## src/rtl/bcc_pkg.sv

```systemverilog
package bcc_pkg;
  localparam int STAT_W = 3;

  typedef enum logic [STAT_W-1:0] {
    ST_INTA    = 3'd0,
    ST_IO_RD   = 3'd1,
    ST_IO_WR   = 3'd2,
    ST_HALT    = 3'd3,
    ST_FETCH   = 3'd4,
    ST_MEM_RD  = 3'd5,
    ST_MEM_WR  = 3'd6,
    ST_PASSIVE = 3'd7
  } bus_stat_e;

  typedef struct packed {
    logic mrd;
    logic mwr;
    logic iord;
    logic iowr;
    logic inta;
    logic halt;
    logic rx_dir;
  } cmd_flags_t;

  typedef enum logic [1:0] {
    SQ_IDLE = 2'd0,
    SQ_PH1  = 2'd1,
    SQ_ACT  = 2'd2
  } seq_state_e;
endpackage

```

## src/rtl/bcc_stat_decode.sv

```systemverilog
module bcc_stat_decode
  import bcc_pkg::*;
(
  input  logic [STAT_W-1:0] stat,
  output cmd_flags_t        flags
);
  always_comb begin
    flags = '0;
    case (stat)
      ST_INTA:   begin flags.inta = 1'b1; flags.rx_dir = 1'b1; end
      ST_IO_RD:  begin flags.iord = 1'b1; flags.rx_dir = 1'b1; end
      ST_IO_WR:  flags.iowr = 1'b1;
      ST_HALT:   flags.halt = 1'b1;
      ST_FETCH:  begin flags.mrd = 1'b1; flags.rx_dir = 1'b1; end
      ST_MEM_RD: begin flags.mrd = 1'b1; flags.rx_dir = 1'b1; end
      ST_MEM_WR: flags.mwr = 1'b1;
      default:   flags = '0;
    endcase
  end
endmodule

```

## src/rtl/bcc_onehot_reg.sv

```systemverilog
module bcc_onehot_reg #(
  parameter int CODE_W = 2,
  localparam int N = 1 << CODE_W
) (
  input  logic              clk,
  input  logic              rst,
  input  logic [CODE_W-1:0] code,
  output logic [N-1:0]      hot
);
  logic [N-1:0] hot_d;

  for (genvar i = 0; i < N; i++) begin : g_bit
    assign hot_d[i] = (code == CODE_W'(i));
  end

  always_ff @(posedge clk) begin
    if (rst) hot <= N'(1);
    else     hot <= hot_d;
  end
endmodule

```

## src/rtl/bcc_cycle_fsm.sv

```systemverilog
module bcc_cycle_fsm
  import bcc_pkg::*;
(
  input  logic              clk,
  input  logic              rst,
  input  logic [STAT_W-1:0] stat,
  input  logic              rdy,
  output logic              start,
  output logic              in_ph1,
  output logic              in_act,
  output logic              finish
);
  localparam logic [STAT_W-1:0] PASSIVE = ST_PASSIVE;

  seq_state_e        state, state_d;
  logic [STAT_W-1:0] stat_q;

  assign start  = (state == SQ_IDLE) && (stat_q == PASSIVE) && (stat != PASSIVE);
  assign in_ph1 = (state == SQ_PH1);
  assign in_act = (state == SQ_ACT);
  assign finish = in_act && (stat == PASSIVE) && rdy;

  always_comb begin
    state_d = state;
    case (state)
      SQ_IDLE: if (start)  state_d = SQ_PH1;
      SQ_PH1:              state_d = SQ_ACT;
      SQ_ACT:  if (finish) state_d = SQ_IDLE;
      default:             state_d = SQ_IDLE;
    endcase
  end

  always_ff @(posedge clk) begin
    if (rst) begin
      state  <= SQ_IDLE;
      stat_q <= PASSIVE;
    end else begin
      state  <= state_d;
      stat_q <= stat;
    end
  end
endmodule

```

## src/rtl/bcc_strobe_gen.sv

```systemverilog
module bcc_strobe_gen
  import bcc_pkg::*;
(
  input  logic       clk,
  input  logic       rst,
  input  cmd_flags_t flags,
  input  logic       start,
  input  logic       in_ph1,
  input  logic       in_act,
  input  logic       finish,
  output logic       mem_rd,
  output logic       mem_wr,
  output logic       mem_wr_early,
  output logic       io_rd,
  output logic       io_wr,
  output logic       io_wr_early,
  output logic       int_ack,
  output logic       ale,
  output logic       den,
  output logic       dir_tx
);
  cmd_flags_t cmd_q;

  always_ff @(posedge clk) begin
    if (rst) begin
      cmd_q        <= '0;
      mem_rd       <= 1'b0;
      mem_wr       <= 1'b0;
      mem_wr_early <= 1'b0;
      io_rd        <= 1'b0;
      io_wr        <= 1'b0;
      io_wr_early  <= 1'b0;
      int_ack      <= 1'b0;
      ale          <= 1'b0;
      den          <= 1'b0;
      dir_tx       <= 1'b1;
    end else begin
      ale <= start;
      if (start) begin
        cmd_q  <= flags;
        dir_tx <= ~flags.rx_dir;
      end
      if (in_ph1) begin
        mem_rd       <= cmd_q.mrd;
        io_rd        <= cmd_q.iord;
        int_ack      <= cmd_q.inta;
        mem_wr_early <= cmd_q.mwr;
        io_wr_early  <= cmd_q.iowr;
        den          <= ~cmd_q.halt;
      end
      if (in_act && !finish) begin
        mem_wr <= cmd_q.mwr;
        io_wr  <= cmd_q.iowr;
      end
      if (finish) begin
        mem_rd       <= 1'b0;
        mem_wr       <= 1'b0;
        mem_wr_early <= 1'b0;
        io_rd        <= 1'b0;
        io_wr        <= 1'b0;
        io_wr_early  <= 1'b0;
        int_ack      <= 1'b0;
        den          <= 1'b0;
        dir_tx       <= 1'b1;
      end
    end
  end
endmodule

```

## src/rtl/bus_cmd_ctrl.sv

```systemverilog
module bus_cmd_ctrl
  import bcc_pkg::*;
#(
  parameter int SEG_W = 2,
  parameter int QS_W  = 2,
  localparam int SEG_N = 1 << SEG_W,
  localparam int QS_N  = 1 << QS_W
) (
  input  logic              clk,
  input  logic              rst,
  input  logic [STAT_W-1:0] bus_stat,
  input  logic              rdy,
  input  logic [SEG_W-1:0]  seg_code,
  input  logic [QS_W-1:0]   qs_code,
  output logic              mem_rd,
  output logic              mem_wr,
  output logic              mem_wr_early,
  output logic              io_rd,
  output logic              io_wr,
  output logic              io_wr_early,
  output logic              int_ack,
  output logic              ale,
  output logic              den,
  output logic              dir_tx,
  output logic [SEG_N-1:0]  seg_hot,
  output logic [QS_N-1:0]   qs_hot
);
  cmd_flags_t flags;
  logic       start, in_ph1, in_act, finish;

  bcc_stat_decode u_dec (
    .stat  (bus_stat),
    .flags (flags)
  );

  bcc_cycle_fsm u_fsm (
    .clk    (clk),
    .rst    (rst),
    .stat   (bus_stat),
    .rdy    (rdy),
    .start  (start),
    .in_ph1 (in_ph1),
    .in_act (in_act),
    .finish (finish)
  );

  bcc_strobe_gen u_strb (
    .clk          (clk),
    .rst          (rst),
    .flags        (flags),
    .start        (start),
    .in_ph1       (in_ph1),
    .in_act       (in_act),
    .finish       (finish),
    .mem_rd       (mem_rd),
    .mem_wr       (mem_wr),
    .mem_wr_early (mem_wr_early),
    .io_rd        (io_rd),
    .io_wr        (io_wr),
    .io_wr_early  (io_wr_early),
    .int_ack      (int_ack),
    .ale          (ale),
    .den          (den),
    .dir_tx       (dir_tx)
  );

  bcc_onehot_reg #(.CODE_W(SEG_W)) u_seg (
    .clk  (clk),
    .rst  (rst),
    .code (seg_code),
    .hot  (seg_hot)
  );

  bcc_onehot_reg #(.CODE_W(QS_W)) u_qs (
    .clk  (clk),
    .rst  (rst),
    .code (qs_code),
    .hot  (qs_hot)
  );
endmodule

```

## config.mk

```make
export PLATFORM = sky130hd
export DESIGN_NAME = bus_cmd_ctrl
export DESIGN_NICKNAME = d
export VERILOG_FILES = /design/src/rtl/bcc_pkg.sv /design/src/rtl/bcc_stat_decode.sv /design/src/rtl/bcc_onehot_reg.sv /design/src/rtl/bcc_cycle_fsm.sv /design/src/rtl/bcc_strobe_gen.sv /design/src/rtl/bus_cmd_ctrl.sv
export SDC_FILE = /design/constraint.sdc
export NUM_CORES = 1
export LEC_CHECK = 0
export BUFFER_PORTS_ARGS = -buffer_cell sky130_fd_sc_hd__buf_2
export CAP_MARGIN = 10
export CORE_ASPECT_RATIO = 1.5
export CORE_MARGIN = 3
export CORE_UTILIZATION = 49
export DETAILED_ROUTE_END_ITERATION = 12
export PLACE_DENSITY = 0.75
export SLEW_MARGIN = 0
export SYNTH_ARGS = -nofsm -noshare
export SYNTH_HDL_FRONTEND = slang
export SYNTH_SLANG_ARGS = --single-unit
```

## constraint.sdc

```tcl
create_clock -name clk -period 1.31 [get_ports clk]
set_input_delay 0.131 -clock clk [delete_from_list [all_inputs] [get_ports clk]]
set_output_delay 0.131 -clock clk [all_outputs]
set_load 0.02 [all_outputs]
```

==> metrics, run 1 <==
placer congestion estimate=0.852; vias post-DR=roughly 900; clk sinks=29; total of max-cap violations=0; nature of the critical path endpoint=flip-flop; GRT overflow=0; prevailing post-synth register cell=dfxtp_1; Worst EP arrival=between 1 and 1.5 ns; Hold WC Path Type=in2reg; # H-tree levels=2; post-synthesis register bit count=29; Worst Setup Start Kind=flip-flop; sequential area share after synthesis=a little under three fifths; Post-Synthesis Net Count=approximately 120; ys async rst share=0%; layout cells sized above 1=31.7%; first-pass GRT wire length=roughly 3800 µm; Netlist Area Pre-Place=1040 µm²; crit path kind=reg2reg; clk slew on worst S/H paths=~0.080 ns; diodes inserted=0; number of placed cells counting well taps=154; # rows=19; via/cell ratio=5.50; Setup-failing EPs final=0; port bufs=27; cells after synthesis=between 100 and 150; final core utilization=66.5%; CORE AREA=1930 µm²; crit share post-route=a little over nine tenths; unrepaired setup endpoints after global routing=false; antenna viol nets, final=0; crit-path max FO=6; First-pass DRT Iterations=4; Post-synth EDFFs=0; HPWL Detailed=between 1500 and 2000 µm; clock latency on the worst-skew pair=between 0.3 and 0.4 ns; WP data required=1.51 ns; Routed WL=about 2100 µm; final setup skew=slightly below 0.008 ns; Area Growth Syn to Fin=23.2%; DRC violations left=0; Die X=approximately 44 µm; Hold WS=0.0140 ns; Iter 0 DRT Violations=16; die footprint=between 2000 and 3000 µm²; drt wl/cell=between 10 and 15 µm; Die Y=around 62 µm; Reg area=581 µm²; Pwr Total=between 1.5 and 2 mW; Pwr Density=1310 nW/µm²; Tot GR Track Use=between 10% and 20%; number of gates resized after CTS=0; Fmax=roughly 0.81 GHz; Initial Utilization=around 54%; Slew HR=between 70% and 80%; Root Buffer=clkbuf_4; final net count=around 150; Slew Limit Fails=0; number of global-route vias before repair=902; total negative slack=0 ns; Final Hold Fails=0; io pins=28; maximum number of buffers from clock root to sink=2; TritonCTS clock tree=done; Slew @ Worst Pin=around 0.37 ns; Mean Syn Cell Area=about 9.7 µm²; Final Non-Filler Cells=~160; FILL cells=~170; status=finished clean; Peak VDD IR=about 0.86 mV; crit path time final=roughly 1.2 ns; multi-input logic area=419 µm²; antenna violations before repair=0; largest net degree at the start of global routing=11; Leak Pwr=between 0.5 and 0.6 nW; synth unique cells=31; Yosys warning total=0; TritonCTS Buffers=5
==> layout by cell type, fill, tap and decap left out, types with 3 or more instances in the layout <==
cell and n:
nand3_1 5, nor3b_1 4, clkbuf_4 5, nand2_1 16
dfxtp_1 29, a21oi_1 8, nor2_1 6, buf_4 3
inv_1 6, buf_2 27, and3_1 3
==> synth_stat cells (2+ instances only) <==
library cell  count  area share [%]
nand2_1          16             5.8
o32ai_1           2             1.7
buf_2             2            0.96
a32o_1            2             1.9
nor3b_1           4             2.9
a211oi_1          2             1.4
nor2_1            6             2.2
and3_1            3             1.8
dfxtp_1          29              56
nand3_1           5             2.4
a21oi_1           8             3.9
or2_2             2             1.2
inv_1             6             2.2
clkbuf_1          2            0.72
o21ai_0           2            0.96
==> final timing paths <==
kind                                 from                    endpoint  slack, ns  cells past startpoint
max           u_fsm.state[0]$_SDFFE_PP0P_  u_strb.dir_tx$_SDFFE_PP1P_       0.07                      3
min                            qs_code[1]      u_qs.hot[1]$_SDFF_PP0_       0.01                      2
max reg2reg   u_fsm.state[0]$_SDFFE_PP0P_  u_strb.dir_tx$_SDFFE_PP1P_       0.07                      3
min reg2reg  u_strb.cmd_q[1]$_SDFFE_PP0P_     u_strb.den$_SDFFE_PP0N_       0.45                      1
==> stage by stage <==
step / setup WS, ns / instance area (µm²)
2_1_floorplan: 0.146 / 1040
3_3_place_gp: 0.118 / 1210
3_5_place_dp: 0.0860 / 1210
4_1_cts: 0.0699 / 1280
5_1_grt: 0.000720 / 1280
6_report: 0.0741 / 1280
==> worst max-delay path: stages (launching register included) <==
cell	delay [ns]
dfxtp_1	0.34
and4b_2	0.35
nand3_4	0.10
a221o_1	0.34
==> what timing repair did <==
action                    CTS  global route
hold buffers                2             0
hold endpoints to repair    2             0
setup buffers               0             0
==> routing by layer <==
metal / up-vias / track usage (%) / routed length (µm)
met4: 0 / 13.2 / 38
met3: 5 / 5.76 / 123
li1: 443 / - / -
met2: 32 / 31.6 / 1150
met5: - / 0 / 0
met1: 416 / 18.3 / 830
==> report_power, final <==
| group | switching (mW) | total (mW) | internal, mW | leakage, nW |
|---|---|---|---|---|
| clock network | 0.271 | 0.524 | 0.253 | 0.0314 |
| registers | 0.0210 | 0.942 | 0.921 | 0.238 |
| logic | 0.129 | 0.216 | 0.0869 | 0.279 |
==> area by class of cell <==
cell class,instances,share of cell area (%)
Clock buffer,7,4.30
Inverter,6,1.76
Multi-Input combinational cell,68,32.7
Sequential cell,29,45.3
Tap cell,21,2.05
Timing Repair Buffer,32,13.9
==> logic make-up (layout without fill, tap and decap cells) <==
| logic type | count (synthesis) | after routing | synth area share (%) |
|---|---|---|---|
| AOI/OAI and AO/OA | 20 | 20 | 13.7 |
| buffers and inverters | 10 | 45 | 3.85 |
| DFF | 29 | 29 | 55.8 |
| and+or+nand+nor | 48 | 48 | 26.6 |
==> registers in the layout, indices dropped and copies added (netlist names), 2 cells and up <==
| signal | count |
|---|---|
| u_strb.cmd_q | 6 |
| u_qs.hot | 4 |
| u_seg.hot | 4 |
| u_fsm.stat_q | 3 |
| u_fsm.state | 2 |
Power figures use the tool's default switching activity.
==> inputs of run 2 (changes only) <==
==> constraint.sdc (replaced) <==
create_clock -name clk -period 1.31 [get_ports clk]
set_input_delay 0.1965 -clock clk [delete_from_list [all_inputs] [get_ports clk]]
set_output_delay 0.1965 -clock clk [all_outputs]
set_load 0.02 [all_outputs]
==> run 2 against run 1 <==
Against the previous run:
- final cell count decreased by 1.2%
- clock skew decreased by 0.0023 ns
- final area shrank 1.5%
- worst hold slack better by 0.050 ns
- non-clock buffer count fell by 2
- core utilization down 0.97 points
- global-route usage is 0.66 points higher
- clock power is essentially flat
- routed wire length is 2.1% higher
- largest cell class unchanged
- largest power group unchanged
==> metrics, run 2 (synthesis gave the netlist of run 1 again) <==
status=finished clean; total of max-cap violations=0 (unchanged); nature of the critical path endpoint=flip-flop; vias post-DR=872 (-2.7%); largest net degree at the start of global routing=13 (+2); Combinational Power Share=12.5% (-0.3 points); cts hold-fix bufs=0 (-2); Slew @ Worst Pin=0.370 ns (-0.000590 ns); Worst Setup Start Kind=flip-flop; drt wl/cell=13.6 µm (+3.3%); Sw Ratio=25.2% (+0.17 points); Worst Hold End=u_qs.hot[2]$_SDFF_PP0_; most flop-heavy register=u_strb.cmd_q; most frequent cells in the layout=28 x dfxtp_1, 27 x buf_2, 16 x nand2_1, 8 x a21oi_1; Seq pwr share=56.1% (about the same); Clk pwr share=31.3% (about the same); Routed WL=2180 µm (+2.1%); port bufs=27 (unchanged); Die X=43.6 µm (unchanged); Iter 0 DRT Violations=18 (+2); Worst EP arrival=1.44 ns (about the same); diodes inserted=0 (unchanged); crit share post-route=94.0% (-0.33 points); Hold Path Origin=qs_code[0]; GRT overflow=0 (unchanged); final net count=150 (-1.3%); Die Y=62.4 µm (unchanged); Hold WC Path Type=in2reg; Post-CTS Setup Repair Bufs=0 (unchanged); total negative slack=0 ns (unchanged); clk slew on worst S/H paths=0.08 ns (about the same); CORE AREA=1930 µm² (unchanged); DRC violations left=0 (unchanged); io pins=28 (unchanged); commonest non-fill, non-tap cell in the layout=dfxtp_1; first-pass GRT wire length=3870 µm (+2.4%); clk sinks=29 (unchanged); R2R Setup Slk=0.08 ns (about the same); TritonCTS clock tree=done; Slew Limit Fails=0 (unchanged); placer congestion estimate=0.867 (+1.7%); Final Hold Fails=0 (unchanged); unrepaired setup endpoints after global routing=false; Slew HR=75.3% (about the same); die footprint=2720 µm² (unchanged); reg2reg start=u_fsm.state[0]$_SDFFE_PP0P_; net load switching power=0.424 mW (+0.64%); Initial Utilization=54.0% (unchanged); P_int=1.26 mW (-0.29%); antenna viol nets, final=0 (unchanged); r2r endpoint=u_strb.dir_tx$_SDFFE_PP1P_; crit path time final=1.23 ns (-0.00434 ns); R2R cell count=3 (unchanged); Leak Pwr=0.540 nW (-1.5%); clock latency on the worst-skew pair=0.32 ns (about the same); Pwr Density=1330 nW/µm² (+1.4%); Peak VDD IR=0.833 mV (-3.0%); crit-path max FO=6 (unchanged); layout cells sized above 1=32.9% (+1.2 points); hold path cells=2 (unchanged); TritonCTS Buffers=5 (unchanged); max reg flops=6 (unchanged); Fmax=0.812 GHz (+0.35%); multi-input logic area=419 µm² (unchanged); WP data required=1.52 ns (about the same); Root Buffer=clkbuf_4; FILL cells=163 (-1.2%); antenna violations before repair=0 (unchanged); Setup-failing EPs final=0 (unchanged); maximum number of buffers from clock root to sink=2 (unchanged); number of global-route vias before repair=891 (-1.2%); crit path kind=reg2reg; # rows=19 (unchanged); # H-tree levels=2 (unchanged); Area Growth Syn to Fin=21.4%; HPWL Detailed=1660 µm (+1.9%); placed cell area=1210 µm² (unchanged); First-pass DRT Iterations=4 (unchanged); registers with the most flip-flops=u_strb.cmd_q (6), u_qs.hot (4), u_seg.hot (4); fin area=1260 µm² (-1.5%); Reg area=582 µm² (+0.22%); number of gates resized after CTS=0 (unchanged); via/cell ratio=5.42 (-1.5%); final setup skew=0.00540 ns (-0.00229 ns); Tot GR Track Use=19.4% (+0.66 points)
-- run 2: cell types whose count changed in the layout (fill, tap and decap cells not counted), sizes merged --
cell,delta
dlygate4sd3,-2
-- run 2: area by class of cell --
class	instances	area share, %
timing repair buffer	30	12.5
inverter	6	1.78
sequential	29	46.1
clock buffer	7	4.36
tap	21	2.08
multi-input combinational	68	33.2
-- run 2: power groups by stage --
stage | combinational, mW | sequential [mW] | clock [mW]
after floorplan | 0.112 | 0.988 | 0
after global placement | 0.208 | 0.962 | 0
after detailed placement | 0.213 | 0.964 | 0
after CTS | 0.214 | 0.943 | 0.545
after global routing | 0.234 | 0.949 | 0.592
final | 0.211 | 0.944 | 0.526
-- run 2: metrics by stage --
step                worst slack (ns)  utilization, %  hold WS (ns)  power (mW)  cells
floorplan                      0.146               -         0.272        1.10    107
global placement               0.118            62.6         0.393        1.17    154
detailed placement            0.0756            62.6         0.396        1.18    154
CTS                           0.0623            65.5        0.0455        1.70    161
global route                  0.0168            65.6        0.0626        1.78    161
finish                        0.0784            65.6        0.0643        1.68    161
-- run 2: how the worst max path moves through the flow --
stage,from,end,slack (ns)
after global routing,u_fsm.state[0]$_SDFFE_PP0P_,u_strb.dir_tx$_SDFFE_PP1P_,0.02
after detailed placement,u_fsm.state[0]$_SDFFE_PP0P_,u_strb.dir_tx$_SDFFE_PP1P_,0.08
after CTS,u_fsm.state[0]$_SDFFE_PP0P_,u_strb.dir_tx$_SDFFE_PP1P_,0.06
final,u_fsm.state[0]$_SDFFE_PP0P_,u_strb.dir_tx$_SDFFE_PP1P_,0.08
after global placement,u_fsm.state[0]$_SDFFE_PP0P_,u_strb.dir_tx$_SDFFE_PP1P_,0.12
after floorplan,u_fsm.state[0]$_SDFFE_PP0P_,u_strb.dir_tx$_SDFFE_PP1P_,0.15
-- run 2: per-layer routing --
| layer | vias up | global-route usage, % | part of all wire, % |
|---|---|---|---|
| met5 | - | 0 | 0 |
| met4 | 0 | 16.2 | 4.7 |
| met3 | 10 | 5.76 | 5.7 |
| met2 | 32 | 30.3 | 49 |
| met1 | 392 | 20.2 | 41 |
| li1 | 438 | - | - |
-- run 2: critical path, stage by stage, from the launching register on --
cell,delay (ns)
dfxtp_2,0.34
and4b_2,0.34
nand3_4,0.10
a221o_1,0.34
==> inputs of run 3 (changes only) <==
Settings changed: ABC_AREA set to 1, CORE_UTILIZATION 49 to 50, PLACE_DENSITY 0.75 to 0.76, TNS_END_PERCENT set to 1.
==> run 3 against run 2 <==
Against the previous run:
- power is 1.0% higher
- synthesized cell count rose by 21%
- clock power is 2% lower
- sequential power hardly changed
- register-to-register slack improved by 0.16 ns
- global-route usage up 0.18 points
- clock skew down 0.0026 ns
- die area up 4.6%
- first-iteration DRC count shrank 56%
==> metrics, run 3 <==
status=finished clean; Slew @ Worst Pin=0.370 ns (+0.000395 ns); Post-synth EDFFs=0 (unchanged); post-synth top area share=52.0% (-3.8 points); die footprint=2850 µm² (+4.6%); Slew Limit Fails=0 (unchanged); Critical Path Slowest Stage Cell=dfxtp_1; Peak VDD IR=0.725 mV (-13%); Setup-failing EPs final=0 (unchanged); final worst slack=0.236 ns (+0.158 ns); Final Hold Fails=0 (unchanged); Die Y=63.9 µm (+2.3%); crit path time final=1.07 ns (-0.158 ns); Mean Syn Cell Area=8.59 µm² (-12%); crit-path max FO=9 (+3); final setup skew=0.00283 ns (-0.00257 ns); Slew HR=75.3% (about the same); GRT overflow=0 (unchanged); reg2reg start=u_fsm.state[0]$_SDFFE_PP0P_; Yosys top cell by area=dfxtp_1; Leak Pwr=0.606 nW (+12%); Pwr Density=1300 nW/µm² (-2.4%); # rows=20 (+1); Hold WS=0.0417 ns (-0.0225 ns); First-pass DRT Iterations=2 (-2); CP max stage delay=0.55 ns (+0.21 ns); final net count=171 (+14%); placer congestion estimate=0.879 (+1.4%); Die X=44.6 µm (+2.2%); HPWL Detailed=1730 µm (+4.1%); Root Buffer=clkbuf_4; Tot GR Track Use=19.6% (+0.18 points); Pwr Total=1.70 mW (+1.0%); clk slew on worst S/H paths=0.09 ns (about the same); TritonCTS clock tree=done; sequential area share after synthesis=52.0% (-3.8 points); crit share post-route=82.0% (-12 points); Worst Setup Start Kind=flip-flop; cells after synthesis=130 (+21%); antenna violations before repair=0 (unchanged); largest net degree at the start of global routing=14 (+1); Clk pwr share=30.4% (-0.9 points); ys async rst share=0% (unchanged); most frequent cells in the layout=29 x dfxtp_1, 27 x buf_2, 21 x nand2_1, 16 x nand3_1, 15 x inv_1; commonest cells in the netlist=29 x dfxtp_1, 21 x nand2_1, 16 x nand3_1, 15 x inv_1, 10 x nor2_1; antenna viol nets, final=0 (unchanged); most flop-heavy register=u_strb.cmd_q; vias post-DR=922 (+5.7%); number of global-route vias before repair=972 (+9.1%); Combinational Power Share=13.9% (+1.4 points); first-pass GRT wire length=4090 µm (+5.7%); Iter 0 DRT Violations=8 (-10); Worst EP arrival=1.30 ns (-0.14 ns); nature of the critical path endpoint=flip-flop; FILL cells=188 (+15%); # H-tree levels=2 (unchanged); total negative slack=0 ns (unchanged); Netlist Area Pre-Place=1120 µm² (+7.3%); number of gates resized after CTS=0 (unchanged); P_int=1.20 mW (-4.5%); hold path cells=2 (unchanged); Seq pwr share=55.8% (-0.3 points); cts hold-fix bufs=0 (unchanged); clk sinks=29 (unchanged); net load switching power=0.498 mW (+18%); DRC violations left=0 (unchanged); crit path kind=reg2reg; drt wl/cell=12.0 µm (-12%); synth unique cells=20 (-35%); prevailing post-synth register cell=dfxtp_1; fin area=1310 µm² (+3.6%); post-synthesis register bit count=29 (unchanged); maximum number of buffers from clock root to sink=2 (unchanged); Fmax=0.931 GHz (+15%); io pins=28 (unchanged); TritonCTS Buffers=5 (unchanged); port bufs=27 (unchanged); Area Growth Syn to Fin=17.2%; placed cell area=1250 µm² (+3.8%); Initial Utilization=53.7% (-0.26 points); max reg flops=6 (unchanged); Routed WL=2210 µm (+1.1%); count leader, synth=dfxtp_1; unrepaired setup endpoints after global routing=false; Post-CTS Setup Repair Bufs=0 (unchanged); top cells by area, synth=dfxtp_1 52%, nand3_1 7.2%, nand2_1 7.1%, inv_1 5.0%, a21oi_1 3.6%; total of max-cap violations=0 (unchanged); Sw Ratio=29.3% (+4.1 points); R2R cell count=3 (unchanged); via/cell ratio=5.01 (-7.5%); R2R Setup Slk=0.24 ns (+0.16 ns); Post-Synthesis Net Count=140 (+20%); Setup WS pre-CTS=0.240 ns (+0.164 ns); Hold WC Path Type=in2reg; Yosys warning total=0 (unchanged); clock latency on the worst-skew pair=0.32 ns (about the same); WP data required=1.53 ns (about the same); r2r endpoint=u_strb.mem_wr_early$_SDFFE_PP0N_; Hold Path Origin=seg_code[0]; commonest non-fill, non-tap cell in the layout=dfxtp_1; diodes inserted=0 (unchanged); most frequent CP cell=nand2_1; CORE AREA=2080 µm² (+7.9%); CP Cell Sequence=nand2_1, nand2_1, a21oi_1; Worst Hold End=u_seg.hot[2]$_SDFF_PP0_; registers with the most flip-flops=u_strb.cmd_q (6), u_qs.hot (4), u_seg.hot (4); layout cells sized above 1=34.0% (+1.1 points)
[run 3: changes by cell type after synthesis, moves of 3 or more]
cell,previous run,this run
nor2_2,0,3
nand2_1,16,21
nor2_4,0,3
and3_1,3,0
inv_2,0,4
nor2_1,6,10
nand3_1,5,16
nor3b_1,4,0
inv_1,6,15
[run 3: cell type report]
| cell class | instances | area, µm² | share of cell area, % |
|---|---|---|---|
| Sequential cell | 29 | 581 | 44.4 |
| Multi-Input combinational cell | 79 | 438 | 33.5 |
| Timing Repair Buffer | 27 | 135 | 10.3 |
| Inverter | 19 | 71.3 | 5.45 |
| Clock buffer | 5 | 37.5 | 2.87 |
| Tap cell | 22 | 27.5 | 2.11 |
| Clock inverter | 3 | 17.5 | 1.34 |
[run 3: worst max path at each step]
stage	start	cells after the start	endpoint
after CTS	u_fsm.state[0]$_SDFFE_PP0P_	3	u_strb.mem_wr_early$_SDFFE_PP0N_
after floorplan	u_fsm.state[0]$_SDFFE_PP0P_	5	u_strb.dir_tx$_SDFFE_PP1P_
final	u_fsm.state[0]$_SDFFE_PP0P_	3	u_strb.mem_wr_early$_SDFFE_PP0N_
after global routing	u_fsm.state[0]$_SDFFE_PP0P_	3	u_strb.mem_wr_early$_SDFFE_PP0N_
after detailed placement	u_fsm.state[0]$_SDFFE_PP0P_	3	u_strb.mem_wr_early$_SDFFE_PP0N_
after global placement	u_fsm.state[0]$_SDFFE_PP0P_	4	u_strb.cmd_q[6]$_SDFFE_PP0P_
[run 3: through the flow]
step                      instances  utilization (%)
after floorplan                 130                -
after global placement          176             60.3
after detailed placement        176             60.3
after CTS                       184             63.0
after global routing            184             63.0
final                           184             63.0
[run 3: power by group through the flow]
stage	Combinational, mW	Clock, mW	Sequential [mW]
floorplan	0.145	0	0.993
finish	0.235	0.516	0.947
global route	0.270	0.574	0.953
detailed placement	0.238	0	0.968
global placement	0.231	0	0.967
CTS	0.238	0.534	0.948
[run 3: logic make-up (layout without fill, tap and decap cells)]
kind of cell           Yosys count  after routing  synth area share (%)
and+or+nand+nor                 65             65                  32.0
buffers and inverters           22             54                  8.74
AOI/OAI and AO/OA               14             14                  7.29
DFF                             29             29                  52.0
[run 3: per-layer routing]
| layer | global-route usage [%] | part of all wire [%] |
|---|---|---|
| met1 | 20.1 | 37 |
| met2 | 33.1 | 53 |
| met3 | 7.32 | 7.5 |
| met4 | 9.81 | 2.3 |
| met5 | 0 | 0 |
[run 3: worst max-delay path: cells and delay by family (launching register included)]
| kind | cells | cell delay (ns) |
|---|---|---|
| AOI/OAI and AO/OA | 1 | 0.06 |
| DFF | 1 | 0.55 |
| and+or+nand+nor | 2 | 0.35 |
